File: config.mk
export PLATFORM = sky130hd
export DESIGN_NAME = frame_tx_core
export DESIGN_NICKNAME = d
export VERILOG_FILES = /design/src/rtl/sertx_pkg.sv /design/src/rtl/sertx_hold.sv /design/src/rtl/sertx_seq.sv /design/src/rtl/sertx_shift.sv /design/src/rtl/frame_tx_core.sv
export SDC_FILE = /design/constraint.sdc
export NUM_CORES = 1
export LEC_CHECK = 0
export BUFFER_PORTS_ARGS = -buffer_cell sky130_fd_sc_hd__buf_4
export CAP_MARGIN = 20
export CORE_ASPECT_RATIO = 0.75
export CORE_MARGIN = 8
export CORE_UTILIZATION = 45
export DETAILED_ROUTE_END_ITERATION = 7
export PLACE_DENSITY = 0.65
export REMOVE_ABC_BUFFERS = 1
export SLEW_MARGIN = 5
export SYNTH_ARGS = -nofsm -noshare
export SYNTH_HDL_FRONTEND = slang
export SYNTH_SLANG_ARGS = --single-unit
File: constraint.sdc
create_clock -name clk -period 2.3 [get_ports clk]
set_input_delay 0.23 -clock clk [delete_from_list [all_inputs] [get_ports clk]]
set_output_delay 0.23 -clock clk [all_outputs]
set_load 0.01 [all_outputs]
File: src/rtl/sertx_pkg.sv
package sertx_pkg;

    // What the shift register currently holds
    typedef enum logic [2:0] {
        K_NONE = 3'd0,   // nothing, line marking
        K_MARK = 3'd1,   // all-ones character (preamble or queued idle)
        K_DATA = 3'd2,   // framed data character
        K_BRK  = 3'd3,   // all-zero break character
        K_TAIL = 3'd4    // single marking bit after a break
    } char_kind_e;

endpackage

File: src/rtl/sertx_hold.sv
module sertx_hold #(
    parameter int DATA_W = 8
) (
    input  logic              clk,
    input  logic              rst_n,
    input  logic              clr,
    input  logic              wr_stb,
    input  logic [DATA_W-1:0] wr_data,
    input  logic              wr_ninth,
    input  logic              take,
    input  logic              drop,
    output logic              full,
    output logic [DATA_W-1:0] data,
    output logic              ninth
);

    typedef struct packed {
        logic              full;
        logic [DATA_W-1:0] data;
        logic              ninth;
    } hold_st_t;

    hold_st_t st_d, st_q;

    always_comb begin
        st_d = st_q;
        if (clr) begin
            st_d.full  = 1'b0;
            st_d.data  = '0;
            st_d.ninth = 1'b0;
        end else if (wr_stb) begin
            // a write beats a transfer or discard in the same cycle
            st_d.full  = 1'b1;
            st_d.data  = wr_data;
            st_d.ninth = wr_ninth;
        end else if (take || drop) begin
            st_d.full = 1'b0;
        end
    end

    always_ff @(posedge clk or negedge rst_n) begin
        if (!rst_n) begin
            st_q <= '0;
        end else begin
            st_q <= st_d;
        end
    end

    assign full  = st_q.full;
    assign data  = st_q.data;
    assign ninth = st_q.ninth;

endmodule

File: src/rtl/sertx_seq.sv
module sertx_seq
    import sertx_pkg::*;
(
    input  logic       clk,
    input  logic       rst_n,
    input  logic       clr,
    input  logic       bit_tick,
    input  logic       tx_en,
    input  logic       brk_req,
    input  logic       hold_full,
    input  logic       sh_active,
    input  logic       sh_last,
    output logic       load_go,
    output char_kind_e load_kind,
    output logic       take,
    output logic       drop,
    output char_kind_e cur_kind
);

    typedef struct packed {
        char_kind_e kind;
        logic       en_prev;
        logic       mark_pend;
    } seq_st_t;

    seq_st_t st_d, st_q;
    logic    en_rise;
    logic    boundary;

    always_comb begin
        en_rise   = tx_en && !st_q.en_prev;
        boundary  = bit_tick && !clr && (!sh_active || sh_last);
        load_go   = 1'b0;
        load_kind = K_NONE;
        take      = 1'b0;
        drop      = 1'b0;
        st_d         = st_q;
        st_d.en_prev = tx_en;

        if (boundary) begin
            load_go = 1'b1;
            if (st_q.kind == K_BRK && sh_active && !brk_req) begin
                load_kind = K_TAIL;
            end else if (!tx_en) begin
                load_kind = K_NONE;
                drop      = sh_active;
            end else if (brk_req) begin
                load_kind = K_BRK;
            end else if (st_q.mark_pend) begin
                load_kind = K_MARK;
            end else if (hold_full) begin
                load_kind = K_DATA;
                take      = 1'b1;
            end else begin
                load_kind = K_NONE;
            end
            st_d.kind = load_kind;
            if (load_kind == K_MARK || (!tx_en && load_kind == K_NONE)) begin
                st_d.mark_pend = 1'b0;
            end
        end

        if (en_rise) begin
            st_d.mark_pend = 1'b1;
        end

        if (clr) begin
            st_d.kind      = K_NONE;
            st_d.en_prev   = 1'b0;
            st_d.mark_pend = 1'b0;
        end
    end

    always_ff @(posedge clk or negedge rst_n) begin
        if (!rst_n) begin
            st_q.kind      <= K_NONE;
            st_q.en_prev   <= 1'b0;
            st_q.mark_pend <= 1'b0;
        end else begin
            st_q <= st_d;
        end
    end

    assign cur_kind = st_q.kind;

endmodule

File: src/rtl/sertx_shift.sv
module sertx_shift
    import sertx_pkg::*;
#(
    parameter int DATA_W = 8
) (
    input  logic              clk,
    input  logic              rst_n,
    input  logic              clr,
    input  logic              bit_tick,
    input  logic              load_go,
    input  char_kind_e        load_kind,
    input  logic              long_sel,
    input  logic [DATA_W-1:0] hold_data,
    input  logic              hold_ninth,
    output logic              txd_bit,
    output logic              sh_active,
    output logic              sh_last
);

    localparam int FRAME_W = DATA_W + 3;
    localparam int CNT_W   = $clog2(FRAME_W + 1);
    localparam logic [CNT_W-1:0] LEN_LONG  = CNT_W'(FRAME_W);
    localparam logic [CNT_W-1:0] LEN_SHORT = CNT_W'(FRAME_W - 1);
    localparam logic [CNT_W-1:0] LEN_ONE   = CNT_W'(1);

    typedef struct packed {
        logic [FRAME_W-1:0] sh;
        logic [CNT_W-1:0]   cnt;
    } sh_st_t;

    sh_st_t             st_d, st_q;
    logic [FRAME_W-1:0] dframe;
    logic [CNT_W-1:0]   char_len;

    always_comb begin
        char_len                = long_sel ? LEN_LONG : LEN_SHORT;
        dframe                  = '1;
        dframe[0]               = 1'b0;
        dframe[DATA_W:1]        = hold_data;
        if (long_sel) begin
            dframe[DATA_W+1] = hold_ninth;
        end
    end

    always_comb begin
        st_d = st_q;
        if (clr) begin
            st_d.sh  = '1;
            st_d.cnt = '0;
        end else if (load_go) begin
            unique case (load_kind)
                K_DATA: begin
                    st_d.sh  = dframe;
                    st_d.cnt = char_len;
                end
                K_BRK: begin
                    st_d.sh  = '0;
                    st_d.cnt = char_len;
                end
                K_MARK: begin
                    st_d.sh  = '1;
                    st_d.cnt = char_len;
                end
                K_TAIL: begin
                    st_d.sh  = '1;
                    st_d.cnt = LEN_ONE;
                end
                default: begin
                    st_d.sh  = '1;
                    st_d.cnt = '0;
                end
            endcase
        end else if (bit_tick && st_q.cnt != '0) begin
            st_d.sh  = {1'b1, st_q.sh[FRAME_W-1:1]};
            st_d.cnt = st_q.cnt - LEN_ONE;
        end
    end

    always_ff @(posedge clk or negedge rst_n) begin
        if (!rst_n) begin
            st_q.sh  <= '1;
            st_q.cnt <= '0;
        end else begin
            st_q <= st_d;
        end
    end

    assign sh_active = (st_q.cnt != '0);
    assign sh_last   = (st_q.cnt == LEN_ONE);
    assign txd_bit   = sh_active ? st_q.sh[0] : 1'b1;

endmodule

File: src/rtl/frame_tx_core.sv
module frame_tx_core
    import sertx_pkg::*;
#(
    parameter int DATA_W = 8
) (
    input  logic              clk,
    input  logic              rst_n,
    input  logic              mod_en,
    input  logic              tx_en,
    input  logic              brk_req,
    input  logic              long_sel,
    input  logic              bit_tick,
    input  logic              wr_stb,
    input  logic [DATA_W-1:0] wr_data,
    input  logic              wr_ninth,
    input  logic              irq_en,
    output logic              txd_out,
    output logic              txd_oe,
    output logic              empty_flag,
    output logic              irq
);

    logic              clr;
    logic              hold_full;
    logic [DATA_W-1:0] hold_data;
    logic              hold_ninth;
    logic              take;
    logic              drop;
    logic              load_go;
    char_kind_e        load_kind;
    char_kind_e        cur_kind;
    logic              sh_active;
    logic              sh_last;
    logic              txd_bit;

    assign clr = !mod_en;

    sertx_hold #(.DATA_W(DATA_W)) u_hold (
        .clk      (clk),
        .rst_n    (rst_n),
        .clr      (clr),
        .wr_stb   (wr_stb),
        .wr_data  (wr_data),
        .wr_ninth (wr_ninth),
        .take     (take),
        .drop     (drop),
        .full     (hold_full),
        .data     (hold_data),
        .ninth    (hold_ninth)
    );

    sertx_seq u_seq (
        .clk       (clk),
        .rst_n     (rst_n),
        .clr       (clr),
        .bit_tick  (bit_tick),
        .tx_en     (tx_en),
        .brk_req   (brk_req),
        .hold_full (hold_full),
        .sh_active (sh_active),
        .sh_last   (sh_last),
        .load_go   (load_go),
        .load_kind (load_kind),
        .take      (take),
        .drop      (drop),
        .cur_kind  (cur_kind)
    );

    sertx_shift #(.DATA_W(DATA_W)) u_shift (
        .clk        (clk),
        .rst_n      (rst_n),
        .clr        (clr),
        .bit_tick   (bit_tick),
        .load_go    (load_go),
        .load_kind  (load_kind),
        .long_sel   (long_sel),
        .hold_data  (hold_data),
        .hold_ninth (hold_ninth),
        .txd_bit    (txd_bit),
        .sh_active  (sh_active),
        .sh_last    (sh_last)
    );

    assign txd_out    = txd_bit;
    assign txd_oe     = mod_en;
    assign empty_flag = !hold_full;
    assign irq        = empty_flag && irq_en;

endmodule

==> impl_metrics.toml, run 1 <==
[status]
status = "finished, final reports clean"

[clocking]
htreeDepth = 2
cts_root_buf = "clkbuf_8"
clkLatencyLatePin_ns = 0.28
cts_setup_buffers = 0
clk_pin_slew_ns = 0.06
cts-resized-gates = 0
cts_inserted_buffers = 5
cts_buffer_depth = 2
cts_tree = "built"
clkSinkCount = 30

[setup_path]
cp_slowest_cell = "or4_1"
critPathMaxFanout = 11
setup.worst_path.end_class = "flop"
crit_chain = "inv_1, ha_1, nor2_1, or4_1, nor3_4, a222oi_1"
crit_arrival_ns = 2.27
critPathLaunchType = "flop"
crit_required_ns = 2.46
critPathKind = "reg2reg"
critical-path-max-stage-delay_ns = 0.62

[global_routing]
antenna_found_initial = 0
grt_pass1_wl_mm = 5.685
grt_pass1_vias = 1227
grt_usage_pct = 12.80
grt_max_degree = 31
grt-ovfl-total = 0

[placed_design]
gp_congestion = 0.7925
port_buffers = 21
placed_area_um2 = 1674
pre_cts_slack_ns = 0.1617
placed_cells = 199
hpwlAfterDp_mm = 2.347

[die]
coreArea_um2 = 3266
ioPinCount = 22
die-area_um2 = 5513
die_y_um = 66.34
start_util_pct = 46.55
row_count = 18
die_w_um = 83.12

[pwr]
clkPwrFrac_pct = 33.8
share_seq_of_total_power_pct = 47.8
sw_frac_of_total_pct = 28.10
p_comb_share_pct = 18.4
leakage_nw = 0.8441
internal-power_mw = 0.9277
p_sw_mw = 0.3625
peakVddDrop_v = 0.0003796
pwr_density_cell_nw_per_um2 = 726.7

[cells_and_area]
stdcell_count = 208
nFillCells = 286
nets = 187
design_area_um2 = 1775
area_delta_synth_final_pct = 16.79
drive_gt1_share_pct = 27.38
insertedDiodeCount = 0

[timing]
rsz0062_at_grt = "no"
fin_setup_tns_ns = 0
clock.fmax_mhz = 473.7
finalCritPeriodShare_pct = 91.77
slew_headroom_pct = 52.05
finalCriticalPeriod_ns = 2.111
setup_viol = 0
final-hold-violation-count = 0
skew_ns = 0.003161
setup_slack_ns = 0.1892
worst_pin_slew_ns = 0.7178
whs_ns = 0.1630
final-max-slew-violation-count = 0

[synth]
synth_edf_count = 0
ys_top_cells_by_area = "dfrtp_1 (31%), dfstp_2 (19%), mux2i_1 (5.9%)"
avgSynthCellArea_um2 = 10.34
synth.top_cell.area_share_pct = 31.28
synth_area_um2 = 1520
synthArstFlopShare_pct = 100.0
synth_warnings = 0
yosysTopAreaCell = "dfrtp_1"
synthCells = 147
synth_seq_area_share_pct = 50.29
ys.flop_type = "dfrtp_1"
ys_types = 40
synth_seq_cells = 30

[routing]
ant_nets = 0
route.detailed.drc = 0
vias = 1130
wire_per_inst_um = 15.70
drt_first_iter_violations = 95
first_pass_iters = 5
postRouteWirelength_mm = 3.265
via_per_inst = 5.433

[job]
cap_violations = 0

[hold_path]
hp-class = "in2reg"
==> cells by family (layout without fill, tap and decap cells) <==
group	count (synthesis)	after routing	synth area share, %
flops	30	30	50.29
xor+xnor	1	1	0.5762
fa+ha+maj	2	2	1.646
simple gates	49	49	18.27
buf+inv	25	46	7.735
compound gates	31	31	15.56
mux	9	9	5.926
==> layer usage <==
metal | share of wire, % | global-route usage, % | vias to the layer above
met4 | 1.9 | 8.297 | 0
met1 | 48 | 16.49 | 537
met2 | 45 | 18.97 | 37
met3 | 4.8 | 2.956 | 5
li1 | - | - | 551
met5 | 0 | 0 | -
==> power by group through the flow <==
stage	Combinational (mW)	Sequential, mW	Clock, mW
floorplan	0.140	0.616	0
global placement	0.230	0.622	0
detailed placement	0.235	0.625	0
CTS	0.238	0.616	0.447
global route	0.266	0.622	0.474
finish	0.237	0.617	0.436
==> metrics by stage <==
stage | util, % | total power [mW]
floorplan | - | 0.7555
global placement | 51.26 | 0.8523
detailed placement | 51.26 | 0.8605
CTS | 54.37 | 1.301
global route | 54.37 | 1.362
finish | 54.37 | 1.290
==> synthesized netlist by cell type, types with 2 or more instances <==
cell type  number
nor3_1          2
clkbuf_1        4
dfrtp_1        19
ha_1            2
nand2_1        17
nor2_1          5
nand2b_1        2
and2_1          2
mux2i_1         9
buf_4           2
o21ai_0         9
dfstp_2        11
nor2b_1        12
o21a_1          2
a21boi_0        2
a222oi_1        8
inv_1          15
buf_6           2
==> state kept, by name, summed over array words and instances, names as in the netlist <==
| name | cells |
|---|---|
| u_shift.st_q | 15 |
| u_hold.data | 8 |
| u_seq.cur_kind | 3 |
| u_seq.st_q | 2 |
| u_hold.full | 1 |
| u_hold.ninth | 1 |
==> cell type report <==
type                    instances  area, um2  share of cell area [%]
repair buffers                 23      175.2                   9.866
inverters                      15      56.30                   3.171
clock buffers                   7      86.33                   4.863
flip-flops and latches         30      764.5                   43.06
well taps                      40      50.05                   2.819
clock inverters                 1      5.005                  0.2819
multi-input cells              92      638.1                   35.94
==> repair_timing <==
action	4_1_cts	5_1_grt
hold endpoints to repair	19	0
endpoints found under the setup margin	0	4
hold buffers	1	0
==> cells in the final DEF (no fill, tap or decap), types with 2 or more instances in the layout <==
cell type,n
a21boi_0,2
a222oi_1,8
and2_1,2
buf_4,22
clkbuf_8,6
dfrtp_1,19
dfstp_2,11
ha_1,2
inv_1,15
mux2i_1,9
nand2_1,17
nand2b_1,2
nor2_1,5
nor2b_1,12
nor3_1,2
o21a_1,2
o21ai_0,9
==> final timing paths <==
| check | start | endpoint | slack [ns] | cells past startpoint |
|---|---|---|---|---|
| setup / recovery | u_shift.st_q[0] | u_shift.st_q[10] | 0.19 | 6 |
| hold / removal | tx_en | u_shift.st_q[14] | 0.16 | 2 |
| setup reg to reg | u_shift.st_q[0] | u_shift.st_q[10] | 0.19 | 6 |
| hold reg to reg | u_shift.st_q[14] | u_shift.st_q[14] | 0.48 | 2 |
| max in group asynchronous | rst_n | u_shift.st_q[10] | 1.55 | 2 |
| min in group asynchronous | rst_n | u_seq.st_q[1] | 0.43 | 2 |
==> worst max-delay path, delay by kind of cell, from the launching register on <==
family | cells | cell delay [ns]
and+or+nand+nor | 3 | 1.12
DFF | 1 | 0.41
adders and majority gates | 1 | 0.20
AOI/OAI and AO/OA | 1 | 0.17
buffers and inverters | 1 | 0.09
Note: power is estimated with default switching activity, not from simulation.
==> inputs of run 2 (changes only) <==
--- a/config.mk
+++ b/config.mk
@@ -11,9 +11,9 @@
 export CORE_MARGIN = 8
 export CORE_UTILIZATION = 45
 export DETAILED_ROUTE_END_ITERATION = 7
-export PLACE_DENSITY = 0.65
 export REMOVE_ABC_BUFFERS = 1
 export SLEW_MARGIN = 5
 export SYNTH_ARGS = -nofsm -noshare
 export SYNTH_HDL_FRONTEND = slang
+export SYNTH_HIERARCHICAL = 1
 export SYNTH_SLANG_ARGS = --single-unit
==> run 2 against run 1 <==
- the run now ends with negative setup slack left
- critical path depth increased by 4
- final area rose by 35%
- maximum frequency is 13% lower
- area after synthesis is 13% higher
- non-clock buffer count up 30
- final cell count grew 26%
- clock-buffer cell count fell by 1
- first-iteration DRC count is 46% lower
==> impl_metrics.toml, run 2 <==
[setup_path]
critical_path.startpoint = "u_shift/st_q[1]"
critPathKind = "reg2reg"
crit_arrival_ns = 2.64
crit_chain = "inv_2, ha_4, or3b_4, nand4b_1, nor2_2, or3_4, nor2_4, and4bb_4, a2bb2oi_2, mux2_4"
critPathMaxFanout = 6
cp_slowest_cell = "dfrtp_1"
timing.rr.start = "u_shift/st_q[1]"
critical-path-max-stage-delay_ns = 0.39
cpLargestDelayFamily = "simple AND/OR/NAND/NOR gates"
setup.worst_path.end_class = "flop"
crit_required_ns = 2.51
critPathLaunchType = "flop"
worstPathBufferInverterCount = 1

[die]
coreArea_um2 = 3661
die_y_um = 69.61
ioPinCount = 22
die-area_um2 = 6089
row_count = 19
die_w_um = 87.48
start_util_pct = 47.10

[cells_and_area]
nets = 231
nFillCells = 305
fin_util_pct = 65.52
final_cell_mix = "buf_4 (47), dfrtp_1 (19), nor2_1 (15), mux2i_1 (11), dfstp_2 (11)"
area_delta_synth_final_pct = 39.11
largest_register_ffs = 15
drive_gt1_share_pct = 54.50
insertedDiodeCount = 0
largest_register = "u_shift/st_q"
final_common_cell = "buf_4"

[timing]
rsz0062_at_grt = "yes"
slew_headroom_pct = 66.73
setup_viol = 13
clock.fmax_mhz = 410.3
setup_slack_ns = -0.1371
final-hold-violation-count = 0
final-max-slew-violation-count = 0
skew_ns = 0.01010
finalCriticalPeriod_ns = 2.437
finalCritPeriodShare_pct = 106.0
worst_pin_slew_ns = 0.4939

[placed_design]
pre_cts_slack_ns = -0.3727
hpwlAfterDp_mm = 2.775
gp_congestion = 0.7745
port_buffers = 21

[routing]
route.detailed.drc = 0
via_per_inst = 5.133
wire_per_inst_um = 15.47
vias = 1350
drt_first_iter_violations = 51
postRouteWirelength_mm = 4.069
ant_nets = 0
first_pass_iters = 4

[clocking]
clkSinkCount = 30
cts_inserted_buffers = 5
cts_tree = "built"
clkLatencyLatePin_ns = 0.28
clk_pin_slew_ns = 0.07
cts_buffer_depth = 2
cts_root_buf = "clkbuf_8"
htreeDepth = 2

[synth]
synthCells = 158
avgSynthCellArea_um2 = 10.91
synth_warnings = 6
synth_area_um2 = 1724

[hold_path]
worstHoldStart = "wr_data[6]"
hp-class = "in2reg"

[pwr]
peakVddDrop_v = 0.0004940
p_total_mw = 2.278
pwr_density_cell_nw_per_um2 = 949.8
leakage_nw = 1.073

[job]
cap_violations = 0

[global_routing]
grt_usage_pct = 14.29
grt_pass1_vias = 1440
grt_pass1_wl_mm = 6.789
grt_max_degree = 31
antenna_found_initial = 0
grt-ovfl-total = 0

[status]
violations = "negative setup slack"
status = "finished, violations left"
## run 2: path summary, 6_finish.rpt
check,cells past startpoint,to,slack (ns)
worst min register to register,2,u_shift/st_q[14],0.51
min in group asynchronous,2,u_hold/full,0.41
max in group asynchronous,2,u_shift/st_q[4],1.56
worst max register to register,10,u_shift/st_q[10],-0.14
worst max-delay path,10,u_shift/st_q[10],-0.14
worst min-delay path,3,u_hold/data[6],0.19
## run 2: final cells by class
cell class	count	area (um2)	share of cell area [%]
clock inverters	2	10.01	0.4173
multi-input cells	110	1021	42.57
flip-flops and latches	30	764.5	31.87
repair buffers	53	427.9	17.84
inverters	10	37.54	1.565
clock buffers	6	72.57	3.026
well taps	52	65.06	2.713
## run 2: tightest hold or removal path, delay by kind of cell
family | cells | cell delay [ns]
buffers and inverters | 1 | 0.07
muxes | 1 | 0.05
and+or+nand+nor | 1 | 0.08
## run 2: where the power goes
part / internal (mW) / switching, mW / total, mW
logic: 0.638 / 0.549 / 1.19
registers: 0.632 / 0.0573 / 0.689
clock network: 0.209 / 0.194 / 0.403
total: 1.48 / 0.800 / 2.28
## run 2: timing repair
action | CTS | global route
setup endpoints to repair | 15 | 15
setup buffers | 10 | 3
hold buffers | 1 | 0
endpoints found under the hold margin | 19 | 0
gates resized for setup | 31 | 6
gates cloned | 2 | 0
pin swaps | 15 | 9
## run 2: layer usage
layer	global-route usage [%]	vias to the layer above	part of all wire, %
met5	0	-	0
met4	5.133	0	1.2
met3	4.024	7	3.5
met2	22.73	22	48
li1	-	660	-
met1	17.77	661	47
## run 2: stage by stage
| step | hold slack [ns] | instance area [um2] | setup TNS (ns) | instances |
|---|---|---|---|---|
| 6_report | 0.1876 | 2399 | -1.291 | 263 |
| 5_1_grt | 0.1922 | 2399 | -2.842 | 263 |
| 2_1_floorplan | -0.06559 | 1657 | -4.744 | 149 |
| 3_3_place_gp | 0.1762 | 2034 | -3.029 | 241 |
| 3_5_place_dp | 0.1789 | 2034 | -4.253 | 241 |
| 4_1_cts | 0.1828 | 2342 | -1.664 | 260 |
